===== src/rtl/vfa_pkg.sv =====
package vfa_pkg;
    // Descriptor geometry: fixed by the descriptor layout
    localparam int LOADED    = 12;               // attributes with a format entry
    localparam int SLOTS     = 16;               // attribute number space
    localparam int ENTRY_W   = 4;                // format + count per attribute
    localparam int MASK_LSB  = LOADED * ENTRY_W; // 48
    localparam int USED_W    = MASK_LSB + LOADED; // 60: entries + mask
    localparam int DESC_W    = 64;
    localparam int ATTR_W    = $clog2(SLOTS);

    typedef enum logic [1:0] {
        FMT_S8  = 2'd0,
        FMT_U8  = 2'd1,
        FMT_S16 = 2'd2,
        FMT_F32 = 2'd3
    } vfa_fmt_e;

    typedef struct packed {
        logic      dflt;
        vfa_fmt_e  fmt;
        logic [1:0] cnt_m1;
    } vfa_attr_t;

    function automatic logic [2:0] elem_bytes(input vfa_fmt_e f);
        case (f)
            FMT_F32: elem_bytes = 3'd4;
            FMT_S16: elem_bytes = 3'd2;
            default: elem_bytes = 3'd1;
        endcase
    endfunction

    function automatic logic fmt_signed(input vfa_fmt_e f);
        fmt_signed = (f == FMT_S8) || (f == FMT_S16);
    endfunction
endpackage


===== src/rtl/vfa_desc_decode.sv =====
module vfa_desc_decode
    import vfa_pkg::*;
(
    input  logic [USED_W-1:0] desc_i,
    output vfa_attr_t         tbl_o [SLOTS]
);
    for (genvar i = 0; i < SLOTS; i++) begin : g_slot
        if (i < LOADED) begin : g_ld
            assign tbl_o[i] = '{dflt:   desc_i[MASK_LSB + i],
                                fmt:    vfa_fmt_e'(desc_i[ENTRY_W*i +: 2]),
                                cnt_m1: desc_i[ENTRY_W*i + 2 +: 2]};
        end else begin : g_hi
            assign tbl_o[i] = '{dflt: 1'b1, fmt: FMT_S8, cnt_m1: 2'd0};
        end
    end
endmodule


===== src/rtl/vfa_addr_calc.sv =====
module vfa_addr_calc
    import vfa_pkg::*;
#(
    parameter int ADDR_W   = 32,
    parameter int STRIDE_W = 8,
    parameter int VTX_W    = 16
) (
    input  logic [ADDR_W-1:0]   base_i,
    input  logic [STRIDE_W-1:0] stride_i,
    input  logic [VTX_W-1:0]    vtx_i,
    input  logic [1:0]          comp_i,
    input  vfa_fmt_e            fmt_i,
    output logic [ADDR_W-1:0]   addr_o
);
    localparam int PROD_W = STRIDE_W + VTX_W;

    logic [PROD_W-1:0] vtx_off;
    logic [4:0]        comp_off;

    always_comb begin
        vtx_off  = {{VTX_W{1'b0}}, stride_i} * {{STRIDE_W{1'b0}}, vtx_i};
        comp_off = {3'b000, comp_i} * {2'b00, elem_bytes(fmt_i)};
        addr_o   = base_i + ADDR_W'(vtx_off) + ADDR_W'(comp_off);
    end
endmodule


===== src/rtl/vtx_fetch_addr_gen.sv =====
module vtx_fetch_addr_gen
    import vfa_pkg::*;
#(
    parameter int ADDR_W   = 32,
    parameter int STRIDE_W = 8,
    parameter int VTX_W    = 16
) (
    input  logic                         clk,
    input  logic                         rst_n,
    input  logic                         start_i,
    input  logic [VTX_W-1:0]             vtx_i,
    input  logic [DESC_W-1:0]            desc_i,
    input  logic [LOADED*ADDR_W-1:0]     base_i,
    input  logic [LOADED*STRIDE_W-1:0]   stride_i,
    output logic                         req_valid_o,
    input  logic                         req_ready_i,
    output logic [ADDR_W-1:0]            req_addr_o,
    output logic [2:0]                   req_bytes_o,
    output logic                         req_signed_o,
    output logic [ATTR_W-1:0]            req_attr_o,
    output logic [1:0]                   req_comp_o,
    output logic                         dflt_stb_o,
    output logic [ATTR_W-1:0]            dflt_attr_o,
    output logic                         done_o
);
    localparam int LD_W = $clog2(LOADED);

    typedef struct packed {
        logic              busy;
        logic              done;
        logic [ATTR_W-1:0] attr;
        logic [1:0]        comp;
        logic [ATTR_W-1:0] last;
        logic [VTX_W-1:0]  vtx;
        logic [USED_W-1:0] desc;
    } state_t;

    state_t s_d, s_q;

    // Per-attribute decode of the captured descriptor
    vfa_attr_t tbl [SLOTS];
    vfa_desc_decode u_dec (.desc_i(s_q.desc), .tbl_o(tbl));

    // Base and stride unpacking
    logic [ADDR_W-1:0]   base_arr   [LOADED];
    logic [STRIDE_W-1:0] stride_arr [LOADED];
    for (genvar i = 0; i < LOADED; i++) begin : g_unpack
        assign base_arr[i]   = base_i[i*ADDR_W +: ADDR_W];
        assign stride_arr[i] = stride_i[i*STRIDE_W +: STRIDE_W];
    end

    vfa_attr_t       cur;
    logic [LD_W-1:0] ld_sel;
    logic            fetch_now;
    logic            dflt_now;
    logic            accept;
    logic            comp_last;
    logic            step_attr;

    always_comb begin
        cur       = tbl[s_q.attr];
        ld_sel    = (s_q.attr < ATTR_W'(LOADED)) ? s_q.attr[LD_W-1:0] : '0;
        fetch_now = s_q.busy && !cur.dflt;
        dflt_now  = s_q.busy && cur.dflt;
        accept    = fetch_now && req_ready_i;
        comp_last = (s_q.comp == cur.cnt_m1);
        step_attr = dflt_now || (accept && comp_last);
    end

    vfa_addr_calc #(
        .ADDR_W(ADDR_W), .STRIDE_W(STRIDE_W), .VTX_W(VTX_W)
    ) u_addr (
        .base_i  (base_arr[ld_sel]),
        .stride_i(stride_arr[ld_sel]),
        .vtx_i   (s_q.vtx),
        .comp_i  (s_q.comp),
        .fmt_i   (cur.fmt),
        .addr_o  (req_addr_o)
    );

    // Next-state logic
    always_comb begin
        s_d      = s_q;
        s_d.done = 1'b0;
        if (!s_q.busy) begin
            if (start_i) begin
                s_d.busy = 1'b1;
                s_d.attr = '0;
                s_d.comp = '0;
                s_d.last = desc_i[DESC_W-1 -: ATTR_W];
                s_d.vtx  = vtx_i;
                s_d.desc = desc_i[USED_W-1:0];
            end
        end else begin
            if (accept && !comp_last) begin
                s_d.comp = s_q.comp + 2'd1;
            end
            if (step_attr) begin
                s_d.comp = '0;
                if (s_q.attr == s_q.last) begin
                    s_d.busy = 1'b0;
                    s_d.done = 1'b1;
                end else begin
                    s_d.attr = s_q.attr + ATTR_W'(1);
                end
            end
        end
    end

    always_ff @(posedge clk or negedge rst_n) begin
        if (!rst_n) s_q <= '0;
        else        s_q <= s_d;
    end

    assign req_valid_o  = fetch_now;
    assign req_bytes_o  = elem_bytes(cur.fmt);
    assign req_signed_o = fmt_signed(cur.fmt);
    assign req_attr_o   = s_q.attr;
    assign req_comp_o   = s_q.comp;
    assign dflt_stb_o   = dflt_now;
    assign dflt_attr_o  = s_q.attr;
    assign done_o       = s_q.done;


    req_hold_chk: assert property (@(posedge clk) disable iff (!rst_n)
        req_valid_o && !req_ready_i |=> req_valid_o && $stable(req_addr_o)
            && $stable(req_attr_o) && $stable(req_comp_o) && $stable(req_bytes_o));


    done_pulse_chk: assert property (@(posedge clk) disable iff (!rst_n)
        done_o |=> !done_o);


    done_quiet_chk: assert property (@(posedge clk) disable iff (!rst_n)
        done_o |-> !req_valid_o && !dflt_stb_o);


    fetch_range_chk: assert property (@(posedge clk) disable iff (!rst_n)
        req_valid_o |-> req_attr_o < ATTR_W'(LOADED));


    size_legal_chk: assert property (@(posedge clk) disable iff (!rst_n)
        req_valid_o |-> $countones(req_bytes_o) == 1);


    start_ignore_chk: assert property (@(posedge clk) disable iff (!rst_n)
        s_q.busy && start_i |=> $stable(s_q.vtx) && $stable(s_q.last));
endmodule


===== config.mk =====
export PLATFORM = sky130hd
export DESIGN_NAME = vtx_fetch_addr_gen
export DESIGN_NICKNAME = d
export VERILOG_FILES = /design/src/rtl/vfa_pkg.sv /design/src/rtl/vfa_desc_decode.sv /design/src/rtl/vfa_addr_calc.sv /design/src/rtl/vtx_fetch_addr_gen.sv
export SDC_FILE = /design/constraint.sdc
export NUM_CORES = 1
export LEC_CHECK = 0
export BUFFER_PORTS_ARGS = -buffer_cell sky130_fd_sc_hd__buf_2
export CAP_MARGIN = 20
export CORE_AREA = 2 2 238 240
export CTS_CLUSTER_DIAMETER = 30
export DETAILED_ROUTE_END_ITERATION = 10
export DIE_AREA = 0 0 240 242
export HOLD_SLACK_MARGIN = 0.03
export PLACE_DENSITY = 0.57
export SLEW_MARGIN = 20
export SYNTH_ARGS = -nofsm -noshare
export SYNTH_HDL_FRONTEND = slang
export SYNTH_SLANG_ARGS = --single-unit

===== constraint.sdc =====
create_clock -name clk -period 10.86 [get_ports clk]
set_input_delay 2.715 -clock clk [delete_from_list [all_inputs] [get_ports clk]]
set_output_delay 2.715 -clock clk [all_outputs]
set_load 0.01 [all_outputs]

==> results.json, run 1 <==
{
  "outcome": "finished, violations left",
  "violations": "setup timing",
  "ys_seq_area_frac": 0.1521,
  "synth-async-reset-ratio": 1.000,
  "r2r-start": "dflt_attr_o[0]",
  "fmax_ghz": 0.08705,
  "cts-root-buf": "clkbuf_16",
  "grt_pass1_vias": 15880,
  "dpl-instance-area_mm2": 0.01881,
  "fin_ws_ns": -0.6277,
  "cp-endpoint": "req_addr_o[27]",
  "final_area_mm2": 0.02034,
  "n_fill_cell": 5806,
  "multi_input_area_mm2": 0.01177,
  "clock_skew_ns": 0.01560,
  "startpoint_type": "primary input",
  "fp.dieW_um": 240,
  "regArea_mm2": 0.002217,
  "vias": 15380,
  "area_growth_syn_to_layout_pct": 40.49,
  "crit_start": "stride_i[42]",
  "initial_utilization": 0.2597,
  "hold_violations": 0,
  "cp_slowest_stage_delay_ns": 0.52,
  "gp_congestion": 0.9099,
  "synth_area_leader_cell": "fa_1",
  "synth_area_mm2": 0.01448,
  "nNetsFinal": 3150,
  "met1_length_mm": 25.50,
  "syn_nets": 2519,
  "grt_max_degree": 115,
  "drtIter0Drc": 855,
  "cts_tree": "built",
  "ys.flop_type": "dfrtp_1",
  "setup_viol": 19,
  "dp.cells": 3111,
  "netlist_instances": 1761,
  "hold_path_class": "flip-flop to flip-flop",
  "synth_area_leaders": "fa_1 15%, dfrtp_1 15%, mux2_2 8.9%",
  "r2r_slack_ns": 7.25,
  "path_class": "primary input to output port",
  "port_buffers": 612,
  "drc": 0,
  "drtAntennaViolNets": 0,
  "die_h_um": 242,
  "finalWirelength_mm": 62.60,
  "antenna_found_initial": 13,
  "synth_edf_count": 0,
  "critPathRequiredTime_ns": 8.15,
  "via_per_inst": 4.868,
  "worstMarginPinSlew_ns": 0.8915,
  "synth_cell_types": 68,
  "design.core.area_mm2": 0.05573,
  "cts_buffer_depth": 2,
  "row_count": 87,
  "dr.pass1.iters": 5,
  "fin_crit_sh": 1.058,
  "crit_path_max_fanout": 4,
  "ys_seq_elements": 88,
  "crit_slowest_cell": "fa_1",
  "dieArea_mm2": 0.05808,
  "clkTransAtPathRegs_ns": 0.07,
  "finalNonFillerCells": 3159,
  "io_pins": 613,
  "rsz0062_at_grt": "true",
  "end_kind": "output port",
  "numClockSinks": 88,
  "period_minus_slack_ns": 11.49,
  "avgSynthCellArea_um2": 8.221,
  "track_usage": 0.2064,
  "maxCapViolCount": 0,
  "wire_per_inst_um": 19.82,
  "worstRegToRegCells": 10,
  "reg2reg_to": "dflt_attr_o[2]",
  "worstSkewPairLatency_ns": 0.35,
  "top_layer_used": "met5",
  "dr_wl_met3_mm": 3.622,
  "htreeDepth": 3,
  "synth.top_cell.area_share": 0.1549,
  "cts_made_buffers": 9,
  "hpwl_mm": 51.20,
  "slew_headroom": 0.4057,
  "wl_met2_mm": 31.91,
  "grt_overflow": 0,
  "drive_above_1_share": 0.4335,
  "yosysWarnings": 0,
  "cp_data_arrival_time_ns": 8.77,
  "grt_pass1_wl_mm": 91.85,
  "drv_slew": 0
}
==> cells in the final DEF (no fill, tap or decap), drive strengths merged, types with 26 or more instances in the layout <==
| cell type | Yosys | routed |
|---|---|---|
| mux2i | 37 | 37 |
| ha | 82 | 82 |
| a211oi | 92 | 92 |
| o21ai | 52 | 52 |
| mux2 | 114 | 114 |
| a311oi | 42 | 42 |
| and2 | 83 | 83 |
| nand2 | 336 | 336 |
| a31oi | 42 | 42 |
| xnor2 | 26 | 26 |
| nor2b | 83 | 83 |
| buf | 75 | 751 |
| nor2 | 26 | 26 |
| inv | 185 | 188 |
| a21oi | 125 | 125 |
| dfrtp | 88 | 88 |
| fa | 112 | 112 |
==> kinds of logic (layout without fill, tap and decap cells) <==
kind of cell	count (synthesis)	after routing	synth area share
AO/OA/AOI/OAI	408	408	0.1885
multiplexers	168	168	0.1415
AND/OR/NAND/NOR	552	552	0.1766
flip-flops	88	88	0.1521
other	0	6	0
buffers and inverters	316	952	0.09438
XOR/XNOR	35	35	0.02118
adder cells (fa/ha/maj)	194	194	0.2258
==> layer usage <==
metal,track usage,vias to the layer above
li1,-,7271
met3,0.03247,81
met5,0,-
met4,0.05316,12
met1,0.2524,7444
met2,0.3732,570
==> through the flow <==
stage	hold WS (ns)	TNS, ns	setup WS (ns)	util
floorplan	0.4720	0	0	-
global placement	0.4850	-14.62	-0.9716	0.3374
detailed placement	0.4925	-15.67	-1.034	0.3374
CTS	0.5075	-8.726	-0.6527	0.3576
global route	0.5246	-12.17	-0.8624	0.3648
finish	0.5069	-8.029	-0.6277	0.3649
==> final cells by class <==
class                   count  share of cell area
clock inverters             6            0.004922
flip-flops and latches     88              0.1090
clock buffers              10             0.01126
inverters                 185             0.03414
repair buffers            751              0.2148
diodes                      6           0.0007382
multi-input cells        1357              0.5786
well taps                 756             0.04651
==> Yosys cell counts, types with 4 or more instances <==
| cell type | count |
|---|---|
| mux4_2 | 15 |
| inv_1 | 184 |
| clkbuf_1 | 56 |
| buf_6 | 7 |
| mux2_2 | 114 |
| o31ai_1 | 4 |
| a21o_1 | 11 |
| and2_1 | 83 |
| nand3_1 | 8 |
| nor2_1 | 24 |
| a211o_1 | 9 |
| nand2_1 | 335 |
| a311oi_1 | 40 |
| xnor2_1 | 26 |
| buf_1 | 10 |
| mux2i_1 | 36 |
| xor2_1 | 9 |
| fa_1 | 112 |
| a21oi_1 | 124 |
| a31oi_1 | 41 |
| o21ai_0 | 43 |
| ha_1 | 82 |
| buf_2 | 36 |
| o21ai_1 | 9 |
| o211ai_1 | 6 |
| dfrtp_1 | 88 |
| nor2b_1 | 83 |
| buf_4 | 22 |
| a211oi_1 | 91 |
==> worst min path at each step <==
stage / startpoint / endpoint / slack, ns / cells after the start
global route: s_q[51] / s_q[51] / 0.52 / 1
detailed placement: s_q[51] / s_q[51] / 0.49 / 1
floorplan: s_q[38] / s_q[38] / 0.47 / 1
global placement: s_q[36] / s_q[36] / 0.48 / 1
finish: s_q[28] / s_q[28] / 0.51 / 1
CTS: s_q[51] / s_q[51] / 0.51 / 1
==> state kept, by name (all words and copies together), names as in the netlist <==
signal       flops
req_comp_o       2
dflt_attr_o      4
done_o           1
s_q             81
==> worst max-delay path: cells and delay by family <==
family / cells / cell delay (ns)
adder cells (fa/ha/maj): 6 / 2.69
buffers and inverters: 12 / 1.32
AND/OR/NAND/NOR: 3 / 0.42
multiplexers: 1 / 0.20
AO/OA/AOI/OAI: 8 / 1.33
XOR/XNOR: 1 / 0.09
==> repair_timing <==
item                       CTS  global route
hold buffers                 0             0
setup buffers               20            11
resized for setup          137            70
pin swaps                   59            61
setup endpoints to repair   22            23
cloned                       2             1
Power of run 1 is left out: the tool's default activity adds up to more than one toggle a clock period on the data nets, which glitch-free logic cannot reach.
==> run 2, diff against run 1 <==
--- a/config.mk
+++ b/config.mk
@@ -5,12 +5,14 @@
 export SDC_FILE = /design/constraint.sdc
 export NUM_CORES = 1
 export LEC_CHECK = 0
-export BUFFER_PORTS_ARGS = -buffer_cell sky130_fd_sc_hd__buf_2
+export ABC_AREA = 1
+export BUFFER_PORTS_ARGS = -buffer_cell sky130_fd_sc_hd__buf_4
 export CAP_MARGIN = 20
-export CORE_AREA = 2 2 238 240
+export CORE_AREA = 2 2 235 237
 export CTS_CLUSTER_DIAMETER = 30
+export CTS_CLUSTER_SIZE = 25
 export DETAILED_ROUTE_END_ITERATION = 10
-export DIE_AREA = 0 0 240 242
+export DIE_AREA = 0 0 237 239
 export HOLD_SLACK_MARGIN = 0.03
 export PLACE_DENSITY = 0.57
 export SLEW_MARGIN = 20
==> run 2 against run 1 <==
The run now ends clean. Clock skew about the same. Critical path type unchanged. Fmax is 7.3% higher. Critical path depth down 5. Utilization rose by 1.0 points. Critical endpoint unchanged.
==> results.json, run 2 <==
{
  "maxCapViolCount": 0,
  "synth_cell_types": 44,
  "yosysWarnings": 0,
  "drc": 0,
  "crit_slowest_cell": "fa_1",
  "via_per_inst": 4.994,
  "cp_slowest_stage_delay_ns": 0.53,
  "synth-async-reset-ratio": 1.000,
  "layout_commonest_cell": "buf_4",
  "vias": 16860,
  "hold_path_class": "flip-flop to flip-flop",
  "end_kind": "output port",
  "setup_viol": 0,
  "gp_congestion": 0.9643,
  "synth_edf_count": 0,
  "synth_area_leader_cell": "fa_1",
  "tns_ns": 0,
  "synthTopCellsByCount": "477 x nand2_1, 279 x nor2_1, 256 x inv_1",
  "startpoint_type": "primary input",
  "cts_buffer_depth": 2,
  "top_register": "s_q",
  "worstSkewPairLatency_ns": 0.37,
  "drtAntennaViolNets": 0,
  "io_pins": 613,
  "nNetsFinal": 3420,
  "numClockSinks": 88,
  "crit_path_max_fanout": 10,
  "yosysMostFrequentCell": "nand2_1",
  "drv_slew": 0,
  "dr.pass1.iters": 6,
  "grt_overflow": 0,
  "port_buffers": 612,
  "critPathRequiredTime_ns": 8.15,
  "dieArea_mm2": 0.05664,
  "cp_num_buf_inv": 7,
  "clkTransAtPathRegs_ns": 0.07,
  "min_path_cells": 1,
  "grt_max_degree": 112,
  "avgSynthCellArea_um2": 6.879,
  "grt_pass1_wl_mm": 104.2,
  "netlist_instances": 2066,
  "r2r-start": "dflt_attr_o[3]",
  "htreeDepth": 3,
  "reg2reg_to": "dflt_attr_o[3]",
  "hold_violations": 0,
  "hold_end": "s_q[10]",
  "grt_pass1_vias": 17230,
  "ys_seq_elements": 88,
  "cts-root-buf": "clkbuf_16",
  "row_count": 86,
  "cts_made_buffers": 9,
  "rsz0062_at_grt": "true",
  "design.core.area_mm2": 0.05434,
  "synth_area_mm2": 0.01421,
  "fmax_ghz": 0.09341,
  "area_growth_syn_to_layout_pct": 43.53,
  "drive_above_1_share": 0.3360,
  "synth_area_leaders": "fa_1 16%, dfrtp_1 15%, nand2_1 13%",
  "cts_tree": "built",
  "die_h_um": 239,
  "outcome": "finished, final reports clean",
  "fin_crit_sh": 0.9858,
  "initial_utilization": 0.2615,
  "cp_data_arrival_time_ns": 7.99,
  "r2r_slack_ns": 8.18,
  "finalWirelength_mm": 70.89,
  "worstRegToRegCells": 11,
  "worstMarginPinSlew_ns": 0.8979,
  "period_minus_slack_ns": 10.71,
  "slew_headroom": 0.4000,
  "fp.dieW_um": 237,
  "ys_seq_area_frac": 0.1550,
  "largest_reg_flops": 81,
  "wire_per_inst_um": 21.00,
  "hpwl_mm": 58.83,
  "ys.flop_type": "dfrtp_1",
  "most-common-layout-cells": "704 x buf_4, 468 x nand2_1, 269 x nor2_1, 254 x inv_1, 126 x o21ai_0",
  "path_class": "primary input to output port",
  "synth.top_cell.area_share": 0.1578,
  "track_usage": 0.2445,
  "min_from": "s_q[10]",
  "drtIter0Drc": 1206,
  "clock_skew_ns": 0.01604,
  "syn_nets": 2824,
  "antenna_found_initial": 7,
  "cpLargestDelayFamily": "adder cells"
}
run 2: cell types whose count changed in the layout (fill, tap and decap cells not counted), sizes merged, moves of 27 or more:
cell / change
nor2: +276
nand2: +146
nand3: +109
o21ai: +105
a211oi: -92
and2: -83
nor2b: -83
inv: +81
mux2: -72
a311oi: -42
a31oi: -42
buf: -37
mux2i: -37
o221ai: +27
run 2: per-stage QoR:
step                      cell area, um^2  hold slack [ns]  setup WS (ns)  utilization  cells
after floorplan                     14210           0.4739         0.7984            -   2066
after global placement              19680           0.4825        -0.2363       0.3621   3351
after CTS                           20030           0.5067     0.00004885       0.3686   3367
after detailed placement            19680           0.4913        -0.2054       0.3621   3351
final                               20400           0.5076         0.1544       0.3754   3376
after global routing                20390           0.5296       -0.05179       0.3752   3372
run 2: how the worst max path moves through the flow:
stage / startpoint / endpoint / slack [ns] / depth (start not counted)
after global routing: stride_i[75] / req_addr_o[17] / -0.05 / 25
after global placement: stride_i[91] / req_addr_o[28] / -0.24 / 24
final: stride_i[77] / req_addr_o[27] / 0.15 / 26
after floorplan: stride_i[2] / req_addr_o[28] / 0.80 / 24
after detailed placement: stride_i[75] / req_addr_o[13] / -0.21 / 25
after CTS: stride_i[77] / req_addr_o[27] / 0.00005 / 25
run 2: cell type report:
type / count / area, um^2
flip-flops and latches: 88 / 2206
clock buffers: 10 / 239.0
multi-input cells: 1581 / 10520
clock inverters: 6 / 48.80
well taps: 704 / 880.8
fillers: 5861 / 33940
repair buffers: 714 / 5459
inverters: 268 / 1032
diodes: 5 / 12.51
run 2: timing repair:
| item | in CTS | in global routing |
|---|---|---|
| hold buffers | 0 | 0 |
| buffers inserted | 0 | 4 |
| endpoints found under the setup margin | 11 | 21 |
| gates resized for setup | 16 | 83 |
| pin swaps | 3 | 21 |
run 2: cell families after synthesis:
family,Yosys count,synth area share
simple gates,918,0.2680
compound gates,400,0.1668
buf+inv,397,0.1303
fa+ha+maj,194,0.2300
flops,88,0.1550
mux,42,0.03328
xor+xnor,27,0.01664
run 2: worst register-to-register path, stage by stage, from the launching register on:
cell,delay [ns]
dfrtp_1,0.76
inv_2,0.09
nor2_4,0.70
nand2_1,0.12
nand3_1,0.14
nand2_1,0.10
nor2_2,0.10
nand3_2,0.15
nand2_1,0.14
nand2_1,0.12
nand2_1,0.08
nand2_1,0.06
run 2: routing by layer:
metal	global-route usage	wire length (um)	part of all wire	up-vias
met5	0	23	0.00032	-
met4	0.08880	2667	0.038	4
met3	0.07333	6687	0.094	113
met2	0.4257	34120	0.48	751
met1	0.2834	27390	0.39	8116
li1	-	-	-	7875
Power of run 2 is left out for the same reason.
